==> config.mk <==
export PLATFORM = sky130hd
export DESIGN_NAME = scl_phase_gen
export DESIGN_NICKNAME = d
export VERILOG_FILES = /design/src/rtl/scl_pos_pkg.sv /design/src/rtl/scl_pos_accum.sv /design/src/rtl/scl_pos_quant.sv /design/src/rtl/scl_pos_outreg.sv /design/src/rtl/scl_phase_gen.sv
export SDC_FILE = /design/constraint.sdc
export NUM_CORES = 1
export LEC_CHECK = 0
export BUFFER_PORTS_ARGS = -buffer_cell sky130_fd_sc_hd__buf_4
export CAP_MARGIN = 15
export CORE_UTILIZATION = 30
export CTS_CLUSTER_DIAMETER = 50
export DETAILED_ROUTE_END_ITERATION = 10
export PLACE_DENSITY = 0.59
export SYNTH_ARGS = -nofsm -noshare
export SYNTH_HDL_FRONTEND = slang
export SYNTH_SLANG_ARGS = --single-unit
==> constraint.sdc <==
create_clock -name clk -period 10.29 [get_ports clk]
set_input_delay 0.5145 -clock clk [delete_from_list [all_inputs] [get_ports clk]]
set_output_delay 0.5145 -clock clk [all_outputs]
set_load 0.03 [all_outputs]
==> src/rtl/scl_pos_pkg.sv <==
package scl_pos_pkg;
  localparam int FRAC_W_DEF  = 13;
  localparam int PHASE_W_DEF = 4;
  localparam int IDX_W_DEF   = 12;
  localparam int INC_W_DEF   = 16;
  localparam int START_W_DEF = 19;

  // accumulator width: sign, one guard bit, integer part, fraction
  function automatic int acc_width(input int frac_w, input int idx_w);
    return frac_w + idx_w + 2;
  endfunction
endpackage

==> src/rtl/scl_pos_accum.sv <==
module scl_pos_accum
  import scl_pos_pkg::*;
#(
  parameter int FRAC_W  = FRAC_W_DEF,
  parameter int IDX_W   = IDX_W_DEF,
  parameter int INC_W   = INC_W_DEF,
  parameter int START_W = START_W_DEF,
  localparam int ACC_W  = acc_width(FRAC_W, IDX_W)
) (
  input  logic                      clk,
  input  logic                      rst_n,
  input  logic signed [START_W-1:0] start_val,
  input  logic        [INC_W-1:0]   inc_val,
  input  logic                      restart,
  input  logic                      step,
  output logic signed [ACC_W-1:0]   sample_pos
);
  localparam logic signed [ACC_W-1:0] ACC_MAX = {1'b0, {(ACC_W-1){1'b1}}};

  logic signed [ACC_W-1:0] acc_q;
  logic signed [ACC_W-1:0] start_ext;
  logic signed [ACC_W:0]   sum_w;
  logic signed [ACC_W-1:0] sum_sat;
  logic                    ovf;

  assign start_ext  = {{(ACC_W-START_W){start_val[START_W-1]}}, start_val};
  // a restart in the same cycle as a step redirects that sample to the start
  assign sample_pos = restart ? start_ext : acc_q;

  assign sum_w   = {sample_pos[ACC_W-1], sample_pos}
                 + {{(ACC_W+1-INC_W){1'b0}}, inc_val};
  assign ovf     = sum_w[ACC_W] != sum_w[ACC_W-1];
  assign sum_sat = ovf ? ACC_MAX : sum_w[ACC_W-1:0];

  always_ff @(posedge clk or negedge rst_n) begin
    if (!rst_n) begin
      acc_q <= '0;
    end else if (step) begin
      acc_q <= sum_sat;
    end else if (restart) begin
      acc_q <= start_ext;
    end
  end
endmodule

==> src/rtl/scl_pos_quant.sv <==
module scl_pos_quant
  import scl_pos_pkg::*;
#(
  parameter int FRAC_W  = FRAC_W_DEF,
  parameter int PHASE_W = PHASE_W_DEF,
  parameter int IDX_W   = IDX_W_DEF,
  parameter bit SAT_EN  = 1'b1,
  localparam int ACC_W  = acc_width(FRAC_W, IDX_W),
  localparam int INT_W  = ACC_W - FRAC_W
) (
  input  logic signed [ACC_W-1:0] pos,
  input  logic        [IDX_W-1:0] src_last,
  output logic signed [IDX_W:0]   index,
  output logic        [PHASE_W-1:0] phase
);
  logic signed [INT_W-1:0] int_part;
  logic        [PHASE_W-1:0] raw_phase;

  assign int_part  = pos[ACC_W-1:FRAC_W];
  assign raw_phase = pos[FRAC_W-1 -: PHASE_W];

  generate
    if (SAT_EN) begin : g_sat
      logic signed [INT_W-1:0] limit;
      logic                    over;
      assign limit = {{(INT_W-IDX_W){1'b0}}, src_last};
      assign over  = int_part > limit;
      assign index = over ? {1'b0, src_last} : int_part[IDX_W:0];
      assign phase = over ? '0 : raw_phase;
    end else begin : g_wrap
      logic unused_last;
      assign unused_last = ^src_last;
      assign index = int_part[IDX_W:0];
      assign phase = raw_phase;
    end
  endgenerate
endmodule

==> src/rtl/scl_pos_outreg.sv <==
module scl_pos_outreg #(
  parameter int DW = 17
) (
  input  logic          clk,
  input  logic          rst_n,
  input  logic          load,
  input  logic [DW-1:0] din,
  input  logic          o_ready,
  output logic          o_valid,
  output logic [DW-1:0] dout,
  output logic          can_load
);
  assign can_load = !o_valid || o_ready;

  always_ff @(posedge clk or negedge rst_n) begin
    if (!rst_n) begin
      o_valid <= 1'b0;
      dout    <= '0;
    end else begin
      if (load) begin
        o_valid <= 1'b1;
        dout    <= din;
      end else if (o_ready) begin
        o_valid <= 1'b0;
      end
    end
  end
endmodule

==> src/rtl/scl_phase_gen.sv <==
module scl_phase_gen
  import scl_pos_pkg::*;
#(
  parameter int FRAC_W  = FRAC_W_DEF,
  parameter int PHASE_W = PHASE_W_DEF,
  parameter int IDX_W   = IDX_W_DEF,
  parameter int INC_W   = INC_W_DEF,
  parameter int START_W = START_W_DEF,
  parameter bit SAT_EN  = 1'b1
) (
  input  logic                      clk,
  input  logic                      rst_n,
  input  logic signed [START_W-1:0] cfg_start,
  input  logic        [INC_W-1:0]   cfg_inc,
  input  logic        [IDX_W-1:0]   cfg_src_last,
  input  logic                      restart,
  input  logic                      adv_valid,
  output logic                      adv_ready,
  output logic                      o_valid,
  input  logic                      o_ready,
  output logic signed [IDX_W:0]     o_index,
  output logic        [PHASE_W-1:0] o_phase
);
  localparam int ACC_W = acc_width(FRAC_W, IDX_W);
  localparam int OUT_W = IDX_W + 1 + PHASE_W;

  logic                     step;
  logic signed [ACC_W-1:0]  pos;
  logic signed [IDX_W:0]    q_index;
  logic        [PHASE_W-1:0] q_phase;
  logic        [OUT_W-1:0]  q_bus;
  logic        [OUT_W-1:0]  r_bus;
  logic                     can_load;

  assign adv_ready = can_load;
  assign step      = adv_valid && can_load;

  scl_pos_accum #(
    .FRAC_W(FRAC_W), .IDX_W(IDX_W), .INC_W(INC_W), .START_W(START_W)
  ) u_acc (
    .clk(clk), .rst_n(rst_n), .start_val(cfg_start), .inc_val(cfg_inc),
    .restart(restart), .step(step), .sample_pos(pos)
  );

  scl_pos_quant #(
    .FRAC_W(FRAC_W), .PHASE_W(PHASE_W), .IDX_W(IDX_W), .SAT_EN(SAT_EN)
  ) u_quant (
    .pos(pos), .src_last(cfg_src_last), .index(q_index), .phase(q_phase)
  );

  assign q_bus = {q_index, q_phase};

  scl_pos_outreg #(.DW(OUT_W)) u_out (
    .clk(clk), .rst_n(rst_n), .load(step), .din(q_bus), .o_ready(o_ready),
    .o_valid(o_valid), .dout(r_bus), .can_load(can_load)
  );

  assign o_index = r_bus[OUT_W-1:PHASE_W];
  assign o_phase = r_bus[PHASE_W-1:0];
endmodule

# Word level (Yosys, flattened, before mapping)
# Index checks and enable logic that the tools add are counted.
# word_totals
register_bits	45
inputBits	52
output_inout_bits	19
# op_classes
add_sub_neg	1
n_lt_le_gt_ge	1
n_eq_ne	1
mux	7
n_reduce_logical	4
# op_table
cell	count
two-way mux 27 bit	3
adder 27 x 17 -> 28 bit	1
> comparator 14 x 13 -> 1 bit	1
two-way mux 13 bit	1
two-way mux 4 bit	1
two-way mux 1 bit	2
nonzero test 2 bit	1
logical AND 1 bit	1
zero test 1 bit	1
logical OR 1 bit	1
!= test 1 bit	1

# Depth between registers and ports, before layout
# depth
word_depth	5
depth_mapped	18

# Modules after synthesis
# Synthesis repeated with hierarchy kept, for this count alone.
# hier_totals
hier_cells	361
area_unflattened_um2	3707.3
# modules_own_cells
mod	n_inst	cells_each	area_each_um2	seq_area_each_um2
scl_pos_accum	1	255	2399.8	675.6
scl_pos_outreg	1	39	719.4	450.4
scl_pos_quant	1	66	581.8	0.0
scl_phase_gen	1	1	6.3	0.0

# Worst setup path after synthesis
# Ideal clock, no wire load.
# synth_timing
path_type	input to register
startpoint	input restart
endpoint	register u_acc.acc_q[17]
setup_time_ns	0.120
arrival_time_ns	4.459
t_required_ns	10.170
setup_slack_ns	5.711
stages	18
path_cell_list	buf_6 -> clkbuf_1 -> buf_2 -> mux2i_1 -> inv_1 -> ha_1 -> buf_2 -> and4_1 -> and2_1 -> o2111ai_1 -> a31oi_2 -> a21oi_1 -> a311o_1 -> ha_1 -> clkbuf_1 -> nor4_1 -> o21ai_0 -> o211a_1
# synth_via
elab_chain_len	5
# synth_rtl
item	line_no	rtl
start: declaration	scl_phase_gen.sv:16	input logic restart,
two-way mux 27 bit *	-	
adder 27 x 17 -> 28 bit	scl_pos_accum.sv:31	+ {{(ACC_W+1-INC_W){1'b0}}, inc_val};
!= test 1 bit	scl_pos_accum.sv:32	assign ovf = sum_w[ACC_W] != sum_w[ACC_W-1];
two-way mux 27 bit	scl_pos_accum.sv:33	assign sum_sat = ovf ? ACC_MAX : sum_w[ACC_W-1:0];
two-way mux 27 bit *	scl_pos_accum.sv:38	end else if (step) begin
end signal: assignment	scl_pos_accum.sv:39	acc_q <= sum_sat;
end signal: assignment	scl_pos_accum.sv:41	acc_q <= start_ext;
end: declaration	scl_pos_accum.sv:20	logic signed [ACC_W-1:0] acc_q;
# Mark *: on every way between the ends. The rest lies on a longest branch, timed or not.
# A chain may end at the register's enable or synchronous reset.

# Worst setup path in the final report
# layout_timing
startpoint	input restart
endpoint	register u_acc.acc_q[7]
# The elaborated chain is that of the path after synthesis.

==> results.py <==
metrics = {
    "synth": {
        "synth_fa_ha_area_share_pct": 10.04,
        "synthMuxAreaShare_pct": 6.396,
        "yosys.area_share.simple_pct": 19.38,
        "synth_compound_area_share_pct": 26.14,
        "syn_avg_cell_area_um2": 8.790,
        "ys_seq_elements": 45,
        "synth_top_family_by_area": "compound AO/OA/AOI/OAI gates",
        "synth.distinct_cells": 71,
        "synthFlopType": "dfrtp_1",
        "synth-warning-count": 0,
        "ys_async_sr_fraction_pct": 100.0,
        "syn_inst": 434,
        "synth_area_um2": 3815,
        "synth_xor_area_share_pct": 2.296,
        "syn_nets": 516,
        "yosysSeqAreaShare_pct": 29.52,
        "synth_edf_count": 0,
    },
    "timing": {
        "fmax_ghz": 0.2083,
        "fin_crit_sh_pct": 46.65,
        "setup_tns_ns": 0,
        "holdWs_ns": 0.2378,
        "rsz0062_at_grt": "false",
        "worst_pin_slew_ns": 0.9273,
        "fin_crit_ns": 4.800,
        "setup_viol": 0,
        "final_max_slew_viol_count": 0,
        "final_hold_viol_count": 0,
        "relSlewSlack_pct": 38.17,
        "fin_ws_ns": 5.490,
        "fin_skew_ns": 0.004567,
    },
    "floorplanning": {
        "die_h_um": 114.8,
        "die_w_um": 114.8,
        "fp-row-count": 40,
        "ios": 71,
        "die_area_um2": 13170,
        "core_area_um2": 12210,
        "start_util_pct": 31.24,
    },
    "detailed_routing": {
        "detail_route.first_pass.iterations": 5,
        "vias": 3570,
        "wl_per_cell_um": 16.48,
        "ant_nets": 0,
        "vias_per_cell": 5.417,
        "drt-total-wl_mm": 10.86,
        "drc": 0,
        "drt_first_iter_violations": 248,
    },
    "critical_path": {
        "slowest_delay_ns": 0.57,
        "cp_top_family": "compound AO/OA/AOI/OAI gates",
        "arrival_ns": 4.98,
        "critPathMaxFanout": 28,
        "critical_path_required_ns": 10.47,
        "crit_type": "input pin to register",
        "critPathCaptureType": "register",
        "crit_chain": "buf_4 > mux2i_1 > inv_1 > ha_1 > and4_1 > and2_1 > a31oi_1 > a31oi_2 > a21oi_1 > a311o_1 > ha_1 > nor2_1 > buf_4 > inv_1 > a2111o_1 > o221a_2",
        "start_kind": "input pin",
        "path_buf_inv": 4,
        "slowest_stage": "ha_1",
    },
    "grt": {
        "grt_max_degree": 61,
        "grt_pass1_vias": 3712,
        "track_usage_pct": 17.21,
        "grt_pass1_wl_mm": 17.82,
        "antenna_found_initial": 0,
        "overflow": 0,
    },
    "cts": {
        "cts_tree": "yes",
        "clockRootBuffer": "clkbuf_16",
        "clockBufferDepth": 2,
        "cts_resized": 0,
        "clk_latency_ns": 0.29,
        "clock-sinks": 45,
        "holdBufCountCts": 0,
        "cts_made_buffers": 5,
        "cts_setup_buffers": 0,
        "htree_levels": 2,
        "path_clk_slew_ns": 0.06,
    },
    "cells_and_area": {
        "layout-drive-gt1-share_pct": 21.79,
        "multi_input_area_um2": 2454,
        "layout.nets": 572,
        "seq_area_um2": 1126,
        "antenna_cells": 0,
        "area_growth_pct": 20.14,
        "n_fill_cell": 1292,
    },
    "pwr": {
        "p_leak_nw": 2.087,
        "vdd_drop_max_uv": 64.75,
        "p_per_area_nw_per_um2": 167.4,
    },
    "place": {
        "place_worst_setup_slack_ns": 5.257,
        "place_hpwl_mm": 7.944,
        "gp_congestion": 0.8958,
        "io_buffers": 70,
    },
    "hold_path": {
        "hp-class": "input pin to asynchronous set/reset pin",
    },
    "job": {
        "max_cap_viol_count": 0,
    },
    "run_status": {
        "status": "finished clean",
    },
}
[placed cells by master, fill, tap and decap left out, types with 6 or more instances in the layout]
| cell | Yosys | final |
|---|---|---|
| buf_4 | 1 | 73 |
| nand3_1 | 14 | 14 |
| o211ai_1 | 7 | 7 |
| mux2_2 | 11 | 11 |
| a211oi_1 | 13 | 13 |
| nand4_1 | 14 | 14 |
| a2bb2oi_1 | 6 | 6 |
| a22oi_1 | 9 | 9 |
| nand2_1 | 26 | 25 |
| dfrtp_1 | 45 | 45 |
| nand2b_1 | 7 | 7 |
| o21ai_0 | 10 | 10 |
| nor3_1 | 12 | 12 |
| xor2_1 | 7 | 7 |
| nor2_1 | 29 | 29 |
| ha_1 | 29 | 29 |
| mux2i_1 | 12 | 12 |
| or3_1 | 10 | 10 |
| inv_1 | 29 | 29 |
| a21oi_1 | 30 | 30 |
| a21o_1 | 15 | 15 |
[final cells by class]
class	instances	share of cell area [%]
well taps	168	4.586
clock buffers	8	2.976
flip-flops and latches	45	24.57
inverters	29	2.375
multi-input cells	336	53.54
repair buffers	73	11.96
[sequential cells by signal (all words and copies together), names as in the netlist]
register and count:
u_out.dout 17, u_acc.acc_q 27, u_out.o_valid 1
[synth_stat cells (2+ instances only)]
library cell / count / area, um^2
a211oi_1: 13 / 97.59
and4_1: 4 / 35.03
o211a_1: 2 / 20.02
nand2b_1: 7 / 43.79
xnor2_1: 3 / 26.28
and2_1: 3 / 18.77
nand3_1: 14 / 70.07
buf_2: 3 / 15.01
a21oi_1: 30 / 150.1
nand4b_1: 2 / 17.52
o31ai_2: 2 / 25.02
a22oi_1: 9 / 67.56
or3_1: 10 / 62.56
inv_1: 29 / 108.9
and3_1: 5 / 31.28
o22ai_1: 2 / 12.51
o21ai_0: 10 / 50.05
xor2_1: 7 / 61.31
ha_1: 29 / 362.9
nor3_1: 12 / 60.06
mux2_2: 11 / 123.9
nand4_1: 14 / 87.58
o21a_1: 4 / 30.03
a221oi_1: 2 / 17.52
a2bb2oi_1: 6 / 52.55
and2_4: 2 / 17.52
a21o_1: 15 / 112.6
a31oi_1: 3 / 18.77
buf_6: 4 / 45.04
o21ai_1: 2 / 10.01
nor2_1: 29 / 108.9
nand2_1: 26 / 97.59
o211ai_1: 7 / 52.55
a311oi_1: 3 / 26.28
mux2i_1: 12 / 120.1
dfrtp_1: 45 / 1126
a2111oi_0: 2 / 17.52
a2111o_1: 2 / 22.52
clkbuf_1: 14 / 52.55
o21bai_1: 4 / 30.03
[power breakdown]
part | switching [mW] | internal [mW]
clock | 0.0688 | 0.0906
sequential | 0.0191 | 0.219
combinational | 0.219 | 0.150
total | 0.307 | 0.460
[logic make-up after synthesis]
kind of cell	Yosys count
flops	45
mux	23
fa+ha+maj	30
compound gates	135
simple gates	138
buf+inv	53
xor+xnor	10
[layer usage]
layer	global-route usage, %	vias up	share of wire [%]
met5	0	-	0
met4	6.753	0	2.1
met3	3.163	17	4.3
met2	30.26	87	50
met1	20.83	1714	44
li1	-	1752	-
[final timing paths]
kind | endpoint | startpoint | cells after the start | slack, ns
min reg2reg | u_out.dout[0] | u_out.dout[0] | 2 | 0.49
max reg2reg | u_acc.acc_q[7] | u_acc.acc_q[11] | 15 | 5.85
min in group clk | u_out.o_valid | adv_valid | 2 | 0.44
max | u_acc.acc_q[7] | restart | 16 | 5.49
min | u_acc.acc_q[6] | rst_n | 1 | 0.24
max in group asynchronous | u_acc.acc_q[23] | rst_n | 1 | 9.64
[metrics by stage]
| stage | utilization, % | area, um^2 | power, mW | instances |
|---|---|---|---|---|
| 2_1_floorplan | - | 3815 | 0.5031 | 434 |
| 3_3_place_gp | 36.41 | 4447 | 0.6032 | 651 |
| 3_5_place_dp | 36.41 | 4447 | 0.6092 | 651 |
| 4_1_cts | 37.53 | 4583 | 0.7723 | 659 |
| 5_1_grt | 37.53 | 4583 | 0.8194 | 659 |
| 6_report | 37.53 | 4583 | 0.7671 | 659 |
Power figures use the tool's default switching activity.
